===== src/rtl/rxps_pkg.sv =====
package rxps_pkg;

  localparam int NLINES = 5;

  typedef logic [NLINES-1:0] lines_t;

  localparam logic [1:0] MODE_MOBILE = 2'b01;
  localparam logic [1:0] MODE_TERR   = 2'b10;

  // Line positions (bit index in the control vector)
  localparam lines_t BIT_TSEL   = 5'b00001;
  localparam lines_t BIT_T_RSTN = 5'b00010;
  localparam lines_t BIT_T_PWR  = 5'b00100;
  localparam lines_t BIT_M_RSTN = 5'b01000;
  localparam lines_t BIT_M_PWR  = 5'b10000;

  typedef enum logic [2:0] {
    SQ_IDLE,
    SQ_GAP1,
    SQ_GAP2,
    SQ_GAP3,
    SQ_FIN
  } sq_state_t;

  // Power-enable bit of the side a mode selects
  function automatic lines_t own_pwr(input logic [1:0] mode);
    return (mode == MODE_MOBILE) ? BIT_M_PWR : BIT_T_PWR;
  endfunction

  // Reset bit of the side a mode selects
  function automatic lines_t own_rstn(input logic [1:0] mode);
    return (mode == MODE_MOBILE) ? BIT_M_RSTN : BIT_T_RSTN;
  endfunction

  // Both control bits of the side a mode turns off
  function automatic lines_t other_side(input logic [1:0] mode);
    return (mode == MODE_MOBILE) ? (BIT_T_PWR | BIT_T_RSTN)
                                 : (BIT_M_PWR | BIT_M_RSTN);
  endfunction

endpackage


===== src/rtl/rxps_ms_tick.sv =====
module rxps_ms_tick #(
  parameter int CYC_PER_MS = 1000
) (
  input  logic clk,
  input  logic rst,
  input  logic en,
  output logic tick
);
  localparam int PW = (CYC_PER_MS > 1) ? $clog2(CYC_PER_MS) : 1;
  localparam logic [PW-1:0] LAST = PW'(CYC_PER_MS - 1);

  logic [PW-1:0] pre_q;

  assign tick = en && (pre_q == LAST);

  always_ff @(posedge clk) begin
    if (rst || !en || tick) pre_q <= '0;
    else                    pre_q <= pre_q + 1'b1;
  end
endmodule


===== src/rtl/rxps_gap_timer.sv =====
module rxps_gap_timer #(
  parameter int GAP_MS = 50
) (
  input  logic clk,
  input  logic rst,
  input  logic en,
  input  logic ms_tick,
  output logic expire
);
  localparam int MW = (GAP_MS > 1) ? $clog2(GAP_MS) : 1;
  localparam logic [MW-1:0] LAST = MW'(GAP_MS - 1);

  logic [MW-1:0] ms_q;

  assign expire = en && ms_tick && (ms_q == LAST);

  always_ff @(posedge clk) begin
    if (rst || !en || expire) ms_q <= '0;
    else if (ms_tick)         ms_q <= ms_q + 1'b1;
  end
endmodule


===== src/rtl/rxps_seq_fsm.sv =====
module rxps_seq_fsm
  import rxps_pkg::*;
(
  input  logic       clk,
  input  logic       rst,
  input  logic       start,
  input  logic [1:0] req_mode,
  input  logic       gap_expire,
  output logic       timer_en,
  output logic       busy,
  output logic       done,
  output lines_t     lines
);
  sq_state_t  st_q;
  logic [1:0] mode_q;
  lines_t     lines_q;

  assign busy     = (st_q == SQ_GAP1) || (st_q == SQ_GAP2) || (st_q == SQ_GAP3);
  assign done     = (st_q == SQ_FIN);
  assign timer_en = busy;
  assign lines    = lines_q;

  always_ff @(posedge clk) begin
    if (rst) begin
      st_q    <= SQ_IDLE;
      mode_q  <= MODE_MOBILE;
      lines_q <= '0;
    end else begin
      unique case (st_q)
        SQ_IDLE: if (start) begin
          mode_q <= req_mode;
          if (req_mode == MODE_MOBILE || req_mode == MODE_TERR) begin
            lines_q <= lines_q & ~other_side(req_mode);
            st_q    <= SQ_GAP1;
          end else begin
            lines_q <= '0;
            st_q    <= SQ_FIN;
          end
        end
        SQ_GAP1: if (gap_expire) begin
          lines_q <= lines_q | own_pwr(mode_q);
          st_q    <= SQ_GAP2;
        end
        SQ_GAP2: if (gap_expire) begin
          lines_q <= lines_q | own_rstn(mode_q);
          st_q    <= SQ_GAP3;
        end
        SQ_GAP3: if (gap_expire) begin
          if (mode_q == MODE_TERR) lines_q <= lines_q | BIT_TSEL;
          else                     lines_q <= lines_q & ~BIT_TSEL;
          st_q <= SQ_FIN;
        end
        SQ_FIN:  st_q <= SQ_IDLE;
        default: st_q <= SQ_IDLE;
      endcase
    end
  end
endmodule


===== src/rtl/rx_power_sequencer.sv =====
module rx_power_sequencer
  import rxps_pkg::*;
#(
  parameter int CLK_HZ  = 27000000,
  parameter int WAIT_MS = 50
) (
  input  logic         clk,
  input  logic         rst,
  input  logic [1:0]   req_mode,
  input  logic         start,
  output logic         busy,
  output logic         done,
  output logic [4:0]   ctl_lines
);
  localparam int CYC_RAW    = CLK_HZ / 1000;
  localparam int CYC_PER_MS = (CYC_RAW > 0) ? CYC_RAW : 1;

  logic   timer_en;
  logic   ms_tick;
  logic   gap_expire;
  lines_t lines;

  rxps_ms_tick #(.CYC_PER_MS(CYC_PER_MS)) u_tick (
    .clk  (clk),
    .rst  (rst),
    .en   (timer_en),
    .tick (ms_tick)
  );

  rxps_gap_timer #(.GAP_MS(WAIT_MS)) u_gap (
    .clk     (clk),
    .rst     (rst),
    .en      (timer_en),
    .ms_tick (ms_tick),
    .expire  (gap_expire)
  );

  rxps_seq_fsm u_fsm (
    .clk        (clk),
    .rst        (rst),
    .start      (start),
    .req_mode   (req_mode),
    .gap_expire (gap_expire),
    .timer_en   (timer_en),
    .busy       (busy),
    .done       (done),
    .lines      (lines)
  );

  assign ctl_lines = lines;
endmodule


===== config.mk =====
export PLATFORM = sky130hd
export DESIGN_NAME = rx_power_sequencer
export DESIGN_NICKNAME = d
export VERILOG_FILES = /design/src/rtl/rxps_pkg.sv /design/src/rtl/rxps_ms_tick.sv /design/src/rtl/rxps_gap_timer.sv /design/src/rtl/rxps_seq_fsm.sv /design/src/rtl/rx_power_sequencer.sv
export SDC_FILE = /design/constraint.sdc
export NUM_CORES = 1
export LEC_CHECK = 0
export BUFFER_PORTS_ARGS = -buffer_cell sky130_fd_sc_hd__buf_4
export CAP_MARGIN = 20
export CORE_MARGIN = 1
export CORE_UTILIZATION = 50
export DETAILED_ROUTE_END_ITERATION = 7
export PLACE_DENSITY_LB_ADDON = 0.1
export SLEW_MARGIN = 40
export SYNTH_ARGS = -nofsm -noshare
export SYNTH_HDL_FRONTEND = slang
export SYNTH_SLANG_ARGS = --single-unit

===== constraint.sdc =====
create_clock -name clk -period 2.1 [get_ports clk]
set_input_delay 0.21 -clock clk [delete_from_list [all_inputs] [get_ports clk]]
set_output_delay 0.21 -clock clk [all_outputs]
set_load 0.05 [all_outputs]

==> out/results.ini <==
[logic_synthesis]
synthDistinctLibCells = 41
syn_area_um2 = 1500
muxShareOfSynthArea = 0.00666
yosysTopAreaCell = dfxtp_1
synth_area_leaders = dfxtp_1 41%, xor2_1 7.6%, nor2_1 7.5%, ha_1 4.2%, nand3_1 3.7%
ys_top_cells_by_count = 31 x dfxtp_1, 30 x nor2_1, 13 x xor2_1, 11 x nand3_1
synth_warnings = 0
ys_ff_latch = 31
synthAdderAreaFrac = 0.0416
synth-xor-area-share = 0.111
synth_edf_count = 0
synth_compound_area_frac = 0.0574
synthesis.nets = 182
synth_ff_type = dfxtp_1
yosysMostFrequentCell = dfxtp_1
synth_top_family_by_area = simple AND/OR/NAND/NOR gates
syn-instance-count = 172
avgSynthCellArea_um2 = 8.74
yosys.area_share.simple = 0.340
yosysTopAreaCellShare = 0.413
async_flop_share = 0
seq_area_frac_synth = 0.413

[cts]
htree_levels = 2
clock_path_buffers = 2
cts_made_buffers = 5
cts_num_sinks = 31
cts_tree = done
clkTransAtPathRegs_ns = 0.09
postCtsSetupRepairBufs = 0
root_buffer = clkbuf_4
clk_latency_ns = 0.34

[setup_path]
crit_family = simple AND/OR/NAND/NOR gates
r2r_slack_ns = 0.16
crit_slowest_cell = dfxtp_1
end_kind = register
crit_arrival_ns = 2.23
critPathMaxFanout = 11
path_buf_inv = 0
worstSetupPathType = reg2reg
cp_slowest_stage_delay_ns = 0.56
cp-start-kind = register
crit_chain = nor2_2, nor4_4, nand3_2, nor4_1, o21a_1
crit_required_ns = 2.39

[layout]
drive_above_1_share = 0.134
multi_input_area_um2 = 840
fin_util = 0.596
nNetsFinal = 195
areaGrowthSynthToFinish_pct = 11.2
fin_cells = 217
fillers = 257
num_antenna_cells = 0
seq_area_um2 = 621

[job]
maxCapViolations = 0

[global_routing]
antenna_found_initial = 0
grt_pass1_wl_um = 5180
grt-ovfl-total = 0
grt_pass1_vias = 1156
grt_usage = 0.215
grt_max_degree = 15

[power]
max-vdd-ir-drop_mv = 0.354
cellPowerDensity_nw_per_um2 = 659
p_leak_nw = 0.611
total_power_mw = 1.10

[detailed_routing]
drtIter0Drc = 48
ant_nets = 0
viasPerCell = 5.65
wl_per_cell_um = 13.7
vias = 1226
wl_um = 2970
drtPass1Iterations = 4
drc = 0

[timing]
setup_ws_ns = 0.157
setup-violations-final = 0
tns_ns = 0
drv_slew = 0
hold_viol = 0
relSlewSlack = 0.571
finalClockSkew_ns = 0.00907
rsz0062_at_grt = false
fmax_ghz = 0.515
finalCritPeriodShare = 0.925
period_minus_slack_ns = 1.94
worst_pin_slew_ns = 0.638

[place]
place_inst = 209
dp_slack_ns = 0.119
dp_hpwl_um = 2170
port_buffers = 11
place.gp.congestion = 0.802

[floorplan]
fp.dieH_um = 56.8
dieArea_um2 = 3230
coreArea_um2 = 2810
start_util = 0.536
rows = 19
ios = 12
die-width_um = 56.8

[run_status]
status = complete, no violations

[min_path]
hold_path.class = in2reg

## through the flow
step                      hold slack (ns)  instance area (um2)
final                              0.0864                 1670
after global placement              0.434                 1600
after CTS                          0.0781                 1670
after global routing               0.0835                 1670
after detailed placement            0.437                 1600
after floorplan                     0.282                 1500
## flip-flops by register name, indices dropped and copies added, names as in the netlist
name,count
u_fsm.lines,5
u_fsm.mode_q,2
u_fsm.st_q,3
u_gap.ms_q,6
u_tick.pre_q,15
## where the power goes
group	internal, mW	switching [mW]	leakage, nW
clock	0.197	0.202	0.0386
combinational	0.0348	0.0588	0.322
sequential	0.596	0.0134	0.250
## cell usage in the layout (no fill, tap or decap), types with 2 or more instances in the layout
cell type,netlist,final
buf_4,1,11
nor4_1,2,2
xor2_1,13,13
clkbuf_4,0,5
nand4b_1,3,3
nand4_1,7,7
nor2_1,30,30
ha_1,5,5
inv_1,6,6
nor3_1,2,2
and4_1,2,2
o21a_1,2,2
nand3_1,11,11
nand2b_1,5,5
or2_2,2,2
clkbuf_8,0,2
dfxtp_1,31,31
a21oi_1,5,5
xnor2_1,6,6
nand2_1,7,6
or2_1,2,2
and3_1,7,7
## final timing paths
path,startpoint,endpoint,cells past startpoint
max,u_fsm.st_q[1],u_fsm.lines[3],5
min,req_mode[0],u_fsm.mode_q[0],2
max reg2reg,u_fsm.st_q[1],u_fsm.lines[3],5
min reg2reg,u_fsm.lines[2],u_fsm.lines[2],2
## layer usage
metal,track usage,up-vias,share of wire
met2,0.320,18,0.44
met5,0,-,0
met3,0.0829,6,0.040
met4,0.0941,0,0.016
met1,0.276,580,0.50
li1,-,622,-
## cell families (layout without fill, tap and decap cells)
kind of cell    after synthesis  count (layout)
simple gates                 91              91
flops                        31              31
xor+xnor                     19              19
compound gates               14              14
buf+inv                      11              25
fa+ha+maj                     5               5
mux                           1               1
## final cells by class
class | instances | area share
Multi-Input combinational cell | 130 | 0.502
Tap cell | 31 | 0.0232
Inverter | 6 | 0.0135
Sequential cell | 31 | 0.371
Clock buffer | 8 | 0.0411
Timing Repair Buffer | 11 | 0.0494
## repair_timing
action                                  in CTS  in global routing
endpoints found under the setup margin       0                 14
resized for setup                            0                  1
hold endpoints to repair                     0                  0
hold buffers                                 0                  0
Note: power is estimated with default switching activity, not from simulation.
